$ cat src/rtl/mtb_pkg.sv
package mtb_pkg;
  localparam int NUM_CH   = 8;
  localparam int FIRST_CH = 4;
  localparam int NUM_TICK = 5;
  localparam int CTRL_W   = 10;

  localparam int OFS_STATUS = 'h14;
  localparam int OFS_ENABLE = 'h1C;
  localparam int OFS_SNAP   = 'h20;
  localparam int OFS_CNT    = 'h40;
  localparam int OFS_MATCH  = 'h80;
  localparam int OFS_CTRL   = 'hC0;

  localparam int CB_CLR_ON_MATCH = 3;
  localparam int CB_PERIODIC     = 6;
  localparam int CB_OWN_CNT      = 7;
  localparam int CB_EXT_SYNC     = 8;
  localparam int CB_SNAP_EN      = 9;

  function automatic int leader_of(input int ch);
    if (ch < 8) return 4;
    else if (ch < 10) return 8;
    else return 10;
  endfunction
endpackage

$ cat src/rtl/mtb_channel.sv
module mtb_channel
  import mtb_pkg::*;
#(
  parameter int CH_IDX = 4,
  parameter int CNT_W  = 32,
  parameter int N_TICK = 5
) (
  input  logic              clk_i,
  input  logic              rst_ni,
  input  logic [N_TICK-1:0] tick_i,
  input  logic              wr_cnt_i,
  input  logic              wr_match_i,
  input  logic              wr_ctrl_i,
  input  logic [CNT_W-1:0]  wdata_i,
  input  logic [CNT_W-1:0]  lead_cnt_i,
  output logic [CNT_W-1:0]  cnt_o,
  output logic [CNT_W-1:0]  match_o,
  output logic [CTRL_W-1:0] ctrl_o,
  output logic              fire_o
);
  localparam bit IS_LEADER = (leader_of(CH_IDX) == CH_IDX);
  localparam bit HAS_EXT   = (CH_IDX >= 8);
  localparam int KEEP_W    = HAS_EXT ? CTRL_W : 8;
  localparam logic [CTRL_W-1:0] KEEP_MASK = CTRL_W'((1 << KEEP_W) - 1);

  logic [CTRL_W-1:0] ctrl_q;
  logic [CNT_W-1:0]  cnt_q, match_q, cmp;
  logic              armed_q, hit_q;
  logic              tick_sel, run, hit, fire, ext_stop;

  always_comb begin
    tick_sel = 1'b0;
    for (int k = 0; k < N_TICK; k++)
      if (int'(ctrl_q[2:0]) == k + 1) tick_sel = tick_i[k];
  end

  assign ext_stop = HAS_EXT && ctrl_q[CB_EXT_SYNC];
  assign run      = (ctrl_q[CB_OWN_CNT] || IS_LEADER) && !ext_stop && tick_sel;
  assign cmp      = ctrl_q[CB_OWN_CNT] ? cnt_q : lead_cnt_i;
  assign hit      = (cmp == match_q);
  // edge of equality; one-shot needs the arm flag
  assign fire     = hit && !hit_q && (armed_q || ctrl_q[CB_PERIODIC]);

  always_ff @(posedge clk_i or negedge rst_ni) begin
    if (!rst_ni) begin
      ctrl_q  <= '0;
      cnt_q   <= '0;
      match_q <= '0;
      armed_q <= 1'b1;
      hit_q   <= 1'b1;
    end else begin
      hit_q <= hit;
      if (wr_ctrl_i)  ctrl_q  <= wdata_i[CTRL_W-1:0] & KEEP_MASK;
      if (wr_match_i) match_q <= wdata_i;
      if (wr_cnt_i)                                 cnt_q <= wdata_i;
      else if (fire && ctrl_q[CB_CLR_ON_MATCH])    cnt_q <= '0;
      else if (run)                                 cnt_q <= cnt_q + CNT_W'(1);
      if (wr_cnt_i || wr_match_i) armed_q <= 1'b1;
      else if (fire)              armed_q <= 1'b0;
    end
  end

  assign cnt_o   = cnt_q;
  assign match_o = match_q;
  assign ctrl_o  = ctrl_q;
  assign fire_o  = fire;

  p_clear_on_match_r4: assert property (@(posedge clk_i) disable iff (!rst_ni)
    fire && ctrl_q[CB_CLR_ON_MATCH] && !wr_cnt_i |=> cnt_q == '0);

  p_oneshot_disarm_r5: assert property (@(posedge clk_i) disable iff (!rst_ni)
    fire && !ctrl_q[CB_PERIODIC] && !wr_cnt_i && !wr_match_i |=> !armed_q);

  p_stopped_hold_r11: assert property (@(posedge clk_i) disable iff (!rst_ni)
    !tick_sel && !wr_cnt_i && !(fire && ctrl_q[CB_CLR_ON_MATCH]) |=> $stable(cnt_q));

  if (!IS_LEADER) begin : g_follower
    p_follower_frozen_r3: assert property (@(posedge clk_i) disable iff (!rst_ni)
      !ctrl_q[CB_OWN_CNT] && !wr_cnt_i && !(fire && ctrl_q[CB_CLR_ON_MATCH])
      |=> $stable(cnt_q));
  end

  if (HAS_EXT) begin : g_ext
    p_ext_hold_r6: assert property (@(posedge clk_i) disable iff (!rst_ni)
      ctrl_q[CB_EXT_SYNC] && !wr_cnt_i && !(fire && ctrl_q[CB_CLR_ON_MATCH])
      |=> $stable(cnt_q));
  end
endmodule

$ cat src/rtl/mtb_irq.sv
module mtb_irq #(
  parameter int N = 8
) (
  input  logic         clk_i,
  input  logic         rst_ni,
  input  logic         wr_en_reg_i,
  input  logic         wr_stat_i,
  input  logic [N-1:0] wdata_i,
  input  logic [N-1:0] fire_i,
  output logic [N-1:0] en_o,
  output logic [N-1:0] stat_o,
  output logic         irq_o
);
  logic [N-1:0] en_q, stat_q, stat_d;
  logic         irq_q;

  // a new event wins over a clear in the same cycle
  assign stat_d = (stat_q & ~(wr_stat_i ? wdata_i : '0)) | (fire_i & en_q);

  always_ff @(posedge clk_i or negedge rst_ni) begin
    if (!rst_ni) begin
      en_q   <= '0;
      stat_q <= '0;
      irq_q  <= 1'b0;
    end else begin
      if (wr_en_reg_i) en_q <= wdata_i;
      stat_q <= stat_d;
      irq_q  <= |stat_d;
    end
  end

  assign en_o   = en_q;
  assign stat_o = stat_q;
  assign irq_o  = irq_q;

  p_status_gated_r9: assert property (@(posedge clk_i) disable iff (!rst_ni)
    (stat_q & ~$past(stat_q) & ~$past(en_q)) == '0);

  p_irq_level_r9: assert property (@(posedge clk_i) disable iff (!rst_ni)
    irq_o == (|stat_q));

  p_w1c_r10: assert property (@(posedge clk_i) disable iff (!rst_ni)
    wr_stat_i && fire_i == '0 |=> (stat_q & $past(wdata_i & stat_q)) == '0);
endmodule

$ cat src/rtl/mtb_bank.sv
module mtb_bank
  import mtb_pkg::*;
#(
  parameter int CNT_W  = 32,
  parameter int ADDR_W = 8
) (
  input  logic                clk_i,
  input  logic                rst_ni,
  input  logic                wr_en_i,
  input  logic                rd_en_i,
  input  logic [ADDR_W-1:0]   addr_i,
  input  logic [CNT_W-1:0]    wdata_i,
  input  logic [NUM_TICK-1:0] tick_i,
  output logic [CNT_W-1:0]    rdata_o,
  output logic                irq_o
);
  localparam int IDX_A = 9 - FIRST_CH;   // snapshot channel over leader 8
  localparam int IDX_B = 11 - FIRST_CH;  // snapshot channel over leader 10

  logic [CNT_W-1:0]  cnt_w   [NUM_CH];
  logic [CNT_W-1:0]  match_w [NUM_CH];
  logic [CTRL_W-1:0] ctrl_w  [NUM_CH];
  logic [NUM_CH-1:0] wr_cnt, wr_match, wr_ctrl, fire_vec, en_w, stat_w;
  logic [CNT_W-1:0]  snap_q;
  logic              wr_enable, wr_status;

  for (genvar g = 0; g < NUM_CH; g++) begin : g_ch
    localparam int LEAD = leader_of(FIRST_CH + g) - FIRST_CH;
    assign wr_cnt[g]   = wr_en_i && (addr_i == ADDR_W'(OFS_CNT + 4 * g));
    assign wr_match[g] = wr_en_i && (addr_i == ADDR_W'(OFS_MATCH + 4 * g));
    assign wr_ctrl[g]  = wr_en_i && (addr_i == ADDR_W'(OFS_CTRL + 4 * g));

    mtb_channel #(
      .CH_IDX(FIRST_CH + g),
      .CNT_W (CNT_W),
      .N_TICK(NUM_TICK)
    ) u_ch (
      .clk_i     (clk_i),
      .rst_ni    (rst_ni),
      .tick_i    (tick_i),
      .wr_cnt_i  (wr_cnt[g]),
      .wr_match_i(wr_match[g]),
      .wr_ctrl_i (wr_ctrl[g]),
      .wdata_i   (wdata_i),
      .lead_cnt_i(cnt_w[LEAD]),
      .cnt_o     (cnt_w[g]),
      .match_o   (match_w[g]),
      .ctrl_o    (ctrl_w[g]),
      .fire_o    (fire_vec[g])
    );
  end

  assign wr_enable = wr_en_i && (addr_i == ADDR_W'(OFS_ENABLE));
  assign wr_status = wr_en_i && (addr_i == ADDR_W'(OFS_STATUS));

  mtb_irq #(.N(NUM_CH)) u_irq (
    .clk_i      (clk_i),
    .rst_ni     (rst_ni),
    .wr_en_reg_i(wr_enable),
    .wr_stat_i  (wr_status),
    .wdata_i    (wdata_i[FIRST_CH +: NUM_CH]),
    .fire_i     (fire_vec),
    .en_o       (en_w),
    .stat_o     (stat_w),
    .irq_o      (irq_o)
  );

  always_ff @(posedge clk_i or negedge rst_ni) begin
    if (!rst_ni) begin
      snap_q <= '0;
    end else if (rd_en_i) begin
      if (addr_i == ADDR_W'(OFS_CNT + 4 * IDX_A) && ctrl_w[IDX_A][CB_SNAP_EN])
        snap_q <= cnt_w[IDX_A - 1];
      else if (addr_i == ADDR_W'(OFS_CNT + 4 * IDX_B) && ctrl_w[IDX_B][CB_SNAP_EN])
        snap_q <= cnt_w[IDX_B - 1];
    end
  end

  always_comb begin
    rdata_o = '0;
    if (addr_i == ADDR_W'(OFS_STATUS)) rdata_o = CNT_W'({stat_w, {FIRST_CH{1'b0}}});
    if (addr_i == ADDR_W'(OFS_ENABLE)) rdata_o = CNT_W'({en_w, {FIRST_CH{1'b0}}});
    if (addr_i == ADDR_W'(OFS_SNAP))   rdata_o = snap_q;
    for (int i = 0; i < NUM_CH; i++) begin
      if (addr_i == ADDR_W'(OFS_CNT + 4 * i))   rdata_o = cnt_w[i];
      if (addr_i == ADDR_W'(OFS_MATCH + 4 * i)) rdata_o = match_w[i];
      if (addr_i == ADDR_W'(OFS_CTRL + 4 * i))  rdata_o = CNT_W'(ctrl_w[i]);
    end
  end

  p_snap_capture_r7: assert property (@(posedge clk_i) disable iff (!rst_ni)
    rd_en_i && addr_i == ADDR_W'(OFS_CNT + 4 * IDX_A) && ctrl_w[IDX_A][CB_SNAP_EN]
    |=> snap_q == $past(cnt_w[IDX_A - 1]));

  p_irq_from_event_r9: assert property (@(posedge clk_i) disable iff (!rst_ni)
    $rose(irq_o) |-> $past(|fire_vec));
endmodule

$ cat config.mk
export PLATFORM = sky130hd
export DESIGN_NAME = mtb_bank
export DESIGN_NICKNAME = d
export VERILOG_FILES = /design/src/rtl/mtb_pkg.sv /design/src/rtl/mtb_channel.sv /design/src/rtl/mtb_irq.sv /design/src/rtl/mtb_bank.sv
export SDC_FILE = /design/constraint.sdc
export NUM_CORES = 2
export LEC_CHECK = 0
export BUFFER_PORTS_ARGS = -buffer_cell sky130_fd_sc_hd__buf_2
export CORE_MARGIN = 4
export CORE_UTILIZATION = 34
export DETAILED_ROUTE_END_ITERATION = 10
export HOLD_SLACK_MARGIN = 0.03
export PLACE_DENSITY_LB_ADDON = 0.12
export SYNTH_ARGS = -nofsm -noshare
export SYNTH_HDL_FRONTEND = slang
export SYNTH_SLANG_ARGS = --single-unit
$ cat constraint.sdc
create_clock -name clk_i -period 3.65 [get_ports clk_i]
set_input_delay 0.1825 -clock clk_i [delete_from_list [all_inputs] [get_ports clk_i]]
set_output_delay 0.1825 -clock clk_i [all_outputs]
set_load 0.005 [all_outputs]
# --- Word-level counts from Yosys, hierarchy flattened ---
# Cells that the tools add are included.
totals:
  output_inout_bits: 33
  regBits: 649
  memories: 0
  latch_bits: 0
  wordCells: 354
  romBits: 0
  in_bits: 49
  ramBits: 0
classes:
  n_lt_le_gt_ge: 0
  mux: 115
  shift: 0
  n_eq_ne: 75
  n_reduce_logical: 108
  n_bitwise: 4
  mul: 0
  div_mod_pow: 0
  addsub: 8
op_table:
  columns: ["operator", "count"]
  rows:
  - ["$mux 32", 57]
  - ["$add 32x1->32 const B", 8]
  - ["$eq 32x32->1", 8]
  - ["$eq 8x8->1 const B", 16]
  - ["$eq 3x3->1 const B", 32]
  - ["$eq 8x7->1 const B", 8]
  - ["$logic_and 1x1->1", 61]
  - ["$mux 1", 56]
  - ["$eq 3x2->1 const B", 8]
  - ["$reduce_bool 3->1", 8]
  - ["$reduce_bool 2->1", 9]
  - ["$and 8x8->8", 2]
  - ["$eq 8x5->1 const B", 2]
  - ["$logic_or 1x1->1", 16]
  - ["$logic_not 1->1", 12]
  - ["$mux 12", 1]
  - ["$eq 8x6->1 const B", 1]
  - ["$mux 8", 1]
  - ["$not 8->8", 1]
  - ["$or 8x8->8", 1]
  - ["$reduce_or 8->1", 1]
  - ["$reduce_and 2->1", 1]

# --- Depth between registers and ports, before layout ---
logic_depth:
  word_depth: 28
  depth_mapped: 11
  ltp_nobuf: 8

# --- Modules after synthesis ---
# Synthesis repeated with hierarchy kept, for this count alone.
hier_totals:
  hier_cells: 4558
  area_unflattened_um2: 44184.9
by_module_without_submodules:
  columns: ["module", "area_each_um2", "seq_area_each_um2", "instances", "cells_each"]
  rows:
  - ["mtb_channel (g_ch[2].u_ch ...)", 4565.6, 1854.3, 2, 405]
  - ["mtb_channel (g_ch[5].u_ch ...)", 4349.2, 1904.3, 2, 408]
  - ["mtb_channel (g_ch[4].u_ch ...)", 4301.6, 1904.3, 2, 407]
  - ["mtb_bank", 8296.7, 800.8, 1, 1246]
  - ["mtb_channel (g_ch[1].u_ch)", 4428.0, 1854.3, 1, 416]
  - ["mtb_channel (g_ch[0].u_ch)", 4310.4, 1854.3, 1, 401]
  - ["mtb_irq", 716.9, 425.4, 1, 55]

# --- Least setup slack after synthesis ---
# No wires, ideal clock.
synth_timing:
  path_type: "register -> register"
  from: "register g_ch[7].u_ch.ctrl_q[7]"
  to: "register g_ch[7].u_ch.cnt_q[24]"
  path_stages_with_launch: 11
  path_slack_ps: 934
  setup_ps: 119
  required_time_ps: 3531
  path_buffers: 3
  arrival_time_ps: 2597
  synth_period_minus_slack_ps: 2716
  cell_sequence: "dfrtp_1 clkbuf_1 buf_2 mux2i_1 xor2_1 nand4_1 nor4_2 a41oi_1 clkbuf_1 a22o_1 o21a_1"
synth_via:
  elab_chain_cells: 7
  word_cells_on_any_way: 10
  cone_classes: "1 x eq/ne; 3 x mux; 6 x reduce/logical"
synth_rtl:
  columns: ["item", "line_no", "text"]
  rows:
  - ["from (decl)", "mtb_channel.sv:26", "logic [CTRL_W-1:0] ctrl_q;"]
  - ["from (signal assigned)", "mtb_channel.sv:53", "if (wr_ctrl_i) ctrl_q <= wdata_i[CTRL_W-1:0] & KEEP_MASK;"]
  - ["$mux 32", "mtb_channel.sv:39", "assign cmp = ctrl_q[CB_OWN_CNT] ? cnt_q : lead_cnt_i;"]
  - ["$eq 32x32->1", "mtb_channel.sv:40", "assign hit = (cmp == match_q);"]
  - ["$logic_and 1x1->1 (2 in series)", "mtb_channel.sv:42", "assign fire = hit && !hit_q && (armed_q || ctrl_q[CB_PERIODIC]);"]
  - ["$logic_and 1x1->1", "mtb_channel.sv:56", "else if (fire && ctrl_q[CB_CLR_ON_MATCH]) cnt_q <= '0;"]
  - ["$mux 32", "mtb_channel.sv:56", null]
  - ["$mux 32", "mtb_channel.sv:55", "if (wr_cnt_i) cnt_q <= wdata_i;"]
  - ["to (signal assigned)", "mtb_channel.sv:55", null]
  - ["to (signal assigned)", "mtb_channel.sv:57", "else if (run) cnt_q <= cnt_q + CNT_W'(1);"]
  - ["to (decl)", "mtb_channel.sv:27", "logic [CNT_W-1:0] cnt_q, match_q, cmp;"]
# Parallel ways exist; a longest one is shown, timed or not.
# A chain may end at the register's enable or synchronous reset.

# --- Worst setup path in the final report ---
layout_timing:
  from: "input addr_i[6]"
  to: "output rdata_o[29]"
layout_via:
  elab_chain_cells: 26
  word_cells_on_any_way: 50
  cone_classes: "25 x eq/ne; 25 x mux"
layout_rtl:
  columns: ["item", "line_no", "text"]
  rows:
  - ["from (decl)", "mtb_bank.sv:11", "input logic [ADDR_W-1:0] addr_i,"]
  - ["$eq 8x6->1", "mtb_bank.sv:83", "if (addr_i == ADDR_W'(OFS_SNAP)) rdata_o = snap_q;"]
  - ["$mux 32", "mtb_bank.sv:83", null]
  - ["$mux 32", "mtb_bank.sv:85", "if (addr_i == ADDR_W'(OFS_CNT + 4 * i)) rdata_o = cnt_w[i];"]
  - ["$mux 32", "mtb_bank.sv:86", "if (addr_i == ADDR_W'(OFS_MATCH + 4 * i)) rdata_o = match_w[i];"]
  - ["$mux 32", "mtb_bank.sv:87", "if (addr_i == ADDR_W'(OFS_CTRL + 4 * i)) rdata_o = CNT_W'(ctrl_w[i]);"]
  - ["$mux 32", "mtb_bank.sv:85", null]
  - ["$mux 32", "mtb_bank.sv:86", null]
  - ["$mux 32", "mtb_bank.sv:87", null]
  - ["(+10 left out)", null, null]
  - ["$mux 32", "mtb_bank.sv:86", null]
  - ["$mux 32", "mtb_bank.sv:87", null]
  - ["$mux 32", "mtb_bank.sv:85", null]
  - ["$mux 32", "mtb_bank.sv:86", null]
  - ["$mux 32", "mtb_bank.sv:87", null]
  - ["$mux 32", "mtb_bank.sv:85", null]
  - ["$mux 32", "mtb_bank.sv:86", null]
  - ["$mux 32 (*)", "mtb_bank.sv:87", null]
  - ["to (decl)", "mtb_bank.sv:14", "output logic [CNT_W-1:0] rdata_o,"]
# Mark *: on every way between the ends. The rest lies on a longest branch, timed or not.

==> flow_metrics.env <==
export IMPL_status="completed"
export IMPL_grt_overflow=0
export IMPL_drtAntennaViolNets=0
export IMPL_clkTransAtPathRegs_ps=60
export IMPL_pre_cts_ws_ps=230
export IMPL_fmax_mhz=282
export IMPL_multi_input_area_sq_um=23900
export IMPL_synth_enable_flop_cells=0
export IMPL_num_vias=40636
export IMPL_start_util=0.343
export IMPL_avgSynthCellArea_sq_um=9.02
export IMPL_clockBufferDepth=3
export IMPL_rsz0062_at_grt="no"
export IMPL_routed_wl_mm=219
export IMPL_seq_area_frac_synth=0.388
export IMPL_cts_tree="done"
export IMPL_synth_warnings=0
export IMPL_worstSetupPathType="in -> out"
export IMPL_grt_total_usage=0.327
export IMPL_ios=82
export IMPL_path_max_fanout=15
export IMPL_drc_errors=0
export IMPL_cts_setup_buffers=0
export IMPL_core_area_sq_um=122000
export IMPL_die_h_um=359
export IMPL_grt_max_degree=134
export IMPL_nFillCells=12435
export IMPL_async_flop_share=1.00
export IMPL_vdd_drop_max_v=0.000345
export IMPL_fin_crit_ps=3550
export IMPL_period_share=0.971
export IMPL_grt_pass1_wl_mm=306
export IMPL_drive_gt1_frac=0.192
export IMPL_cts_made_buffers=83
export IMPL_firstDrtPassIters=8
export IMPL_worst_setup_path_start_kind="input pin"
export IMPL_wl_per_cell_um=34.3
export IMPL_critPathRequiredTime_ps=3470
export IMPL_clock_skew_ps=37.2
export IMPL_dieWidth_um=359
export IMPL_clk_insertion_delay_late_ps=690
export IMPL_synth_main_ff_cell="dfrtp_1"
export IMPL_cp_arrival_ps=3360
export IMPL_slew_headroom=0.304
export IMPL_detail_route_vias_per_cell=6.37
export IMPL_synth_area_sq_um=41900
export IMPL_tns_ps=0
export IMPL_yosysUniqueCellTypes=91
export IMPL_synth_nets=4698
export IMPL_io_buffer_count=81
export IMPL_layout_setup_ws_ps=105
export IMPL_detailed_place_hpwl_mm=161
export IMPL_utilization=0.395
export IMPL_fin_nets=4741
export IMPL_tightest_slew_ps=1040
export IMPL_ctsRootBufferMaster="clkbuf_16"
export IMPL_highest_layer="met5"
export IMPL_rows=128
export IMPL_critPathCaptureType="output pin"
export IMPL_routedLengthMet1_mm=97.0
export IMPL_setup_viol_count_final=0
export IMPL_power_per_cell_area_nw_per_um2=413
export IMPL_finalHoldViolCount=0
export IMPL_synth_cells=4641
export IMPL_area_growth_pct=15.2
export IMPL_drtIter0Drc=6023
export IMPL_cts_sinks=649
export IMPL_grt_pass1_vias=38438
export IMPL_register_area_sq_um=16300
export IMPL_wl_met2_mm=91.6
export IMPL_hold_class="in -> reg"
export IMPL_cap_violations=0
export IMPL_ys_ff_latch=649
export IMPL_antenna_found_initial=15
export IMPL_met3_length_mm=21.5
export IMPL_place_congestion=1.02
export IMPL_htree_levels=3
export IMPL_p_leak_uw=0.0204
export IMPL_drv_slew=0
export IMPL_dieArea_sq_um=129000
[critical path, cell delays in order]
cell and delay [ps]:
buf_2 180, or4b_1 860, buf_4 290, nor2_2 140, buf_4 180, buf_4 240
a22oi_1 90, and3_1 190, nand2_1 100, a21oi_1 140, o31ai_1 440, buf_4 210
buf_2 110
[path summary, 6_finish.rpt]
| path | from | endpoint | slack, ps | depth (start not counted) |
|---|---|---|---|---|
| min in group asynchronous | rst_ni | g_ch[1].u_ch.cnt_o[1]$_DFFE_PN0P_ | 560 | 3 |
| worst max register to register | g_ch[5].u_ch.ctrl_o[7]$_DFFE_PN0P_ | g_ch[5].u_ch.cnt_o[26]$_DFFE_PN0P_ | 170 | 10 |
| worst min-delay path | wdata_i[28] | g_ch[0].u_ch.cnt_o[28]$_DFFE_PN0P_ | 80 | 3 |
| max in group asynchronous | rst_ni | g_ch[5].u_ch.cnt_o[20]$_DFFE_PN0P_ | 1790 | 5 |
| worst max-delay path | addr_i[6] | rdata_o[29] | 100 | 13 |
| worst min register to register | g_ch[4].u_ch.armed_q$_DFFE_PN1P_ | g_ch[4].u_ch.armed_q$_DFFE_PN1P_ | 490 | 2 |
[cell usage in the layout (no fill, tap or decap), drive strengths merged, types with 12 or more instances in the layout]
master   synthesis  final
or2             12     12
a31oi           33     33
a222oi          17     17
o22ai           68     68
nor4            48     48
nand3          117    117
xor2            89     89
and3            53     53
a221o           19     19
mux2i          232    232
a21o            20     20
a211oi          21     21
or3             23     23
o221ai          15     15
nor2b           18     18
xnor2          219    219
buf             83    381
nand2          534    534
o21ai          338    338
a31o            31     31
o21a            19     19
inv             65     67
nor2           209    209
mux2           321    321
clkbuf         350    117
o31ai           41     41
nor3            63     63
nand2b          12     12
a21oi          373    373
clkinv           0     18
a2bb2oi         39     39
and2            15     15
and4            28     28
a22oi          102    102
dfrtp          633    633
dfstp           16     16
nand4           97     97
a221oi          56     56
a22o            39     39
[cell usage after synthesis (30+ instances only)]
master | instances | area share
a22o_1 | 39 | 0.0082
inv_1 | 65 | 0.0058
dfrtp_1 | 633 | 0.38
a22oi_1 | 102 | 0.018
o31ai_1 | 41 | 0.0074
nor4_1 | 45 | 0.0067
xnor2_1 | 219 | 0.046
mux2_2 | 294 | 0.079
nand4_1 | 97 | 0.014
mux2i_1 | 232 | 0.055
nor2_1 | 206 | 0.018
o21ai_0 | 298 | 0.036
buf_1 | 30 | 0.0027
a2bb2oi_1 | 39 | 0.0082
a31o_2 | 30 | 0.0063
a21oi_1 | 373 | 0.045
nand2_1 | 534 | 0.048
xor2_1 | 89 | 0.019
o21ai_1 | 40 | 0.0048
a31oi_1 | 33 | 0.0049
nand3_1 | 117 | 0.014
o22ai_1 | 68 | 0.010
nor3_1 | 59 | 0.0071
buf_2 | 45 | 0.0054
a221oi_1 | 56 | 0.012
clkbuf_1 | 346 | 0.031
and3_1 | 53 | 0.0079
[per-layer routing]
| layer | vias to the layer above | GRT usage |
|---|---|---|
| met1 | 20684 | 0.483 |
| met2 | 2350 | 0.473 |
| li1 | 17181 | - |
| met3 | 417 | 0.0627 |
| met5 | - | 0 |
| met4 | 4 | 0.117 |
[flip-flops by register name (all words and copies together), names as in the netlist]
signal	flops
u_irq.irq_o	1
u_irq.stat_o	8
g_ch.u_ch.ctrl_o	72
g_ch.u_ch.match_o	256
u_irq.en_o	8
g_ch.u_ch.cnt_o	256
snap_q	32
g_ch.u_ch.armed_q	8
g_ch.u_ch.hit_q	8
[layout make-up]
class                           count  share of cell area
Antenna cell                        6            0.000311
Clock buffer                      117              0.0491
Clock inverter                     31             0.00838
Inverter                           65             0.00506
Multi-Input combinational cell   3494               0.495
Sequential cell                   649               0.337
Tap cell                         1625              0.0422
Timing Repair Buffer              391              0.0628
[repair_timing]
item | in CTS | in global routing
hold buffers | 10 | 0
hold endpoints to repair | 285 | 0
setup endpoints to repair | 1 | 0
gates resized for setup | 1 | 0
[through the flow]
step	instances	hold WS (ps)	total power, uW	cell area, sq um
global placement	6214	154	11200	45300
global route	6373	73.3	20500	48200
finish	6378	82.5	19900	48200
CTS	6372	40.0	19900	48200
detailed placement	6214	158	11200	45300
floorplan	4641	-113	9510	41900
[power breakdown]
part / switching [uW] / internal [uW]
combinational: 1960 / 1030
clock: 3610 / 5080
sequential: 661 / 7560
[logic make-up (layout without fill, tap and decap cells)]
family / after synthesis / count (layout) / synth area share
AND/OR/NAND/NOR: 1274 / 1274 / 0.147
XOR/XNOR: 308 / 308 / 0.0644
flip-flops: 649 / 649 / 0.388
buffers and inverters: 498 / 604 / 0.0473
other: 0 / 6 / 0
multiplexers: 553 / 553 / 0.142
adder cells (fa/ha/maj): 8 / 8 / 0.00239
AO/OA/AOI/OAI: 1351 / 1351 / 0.209
Power figures use the tool's default switching activity.
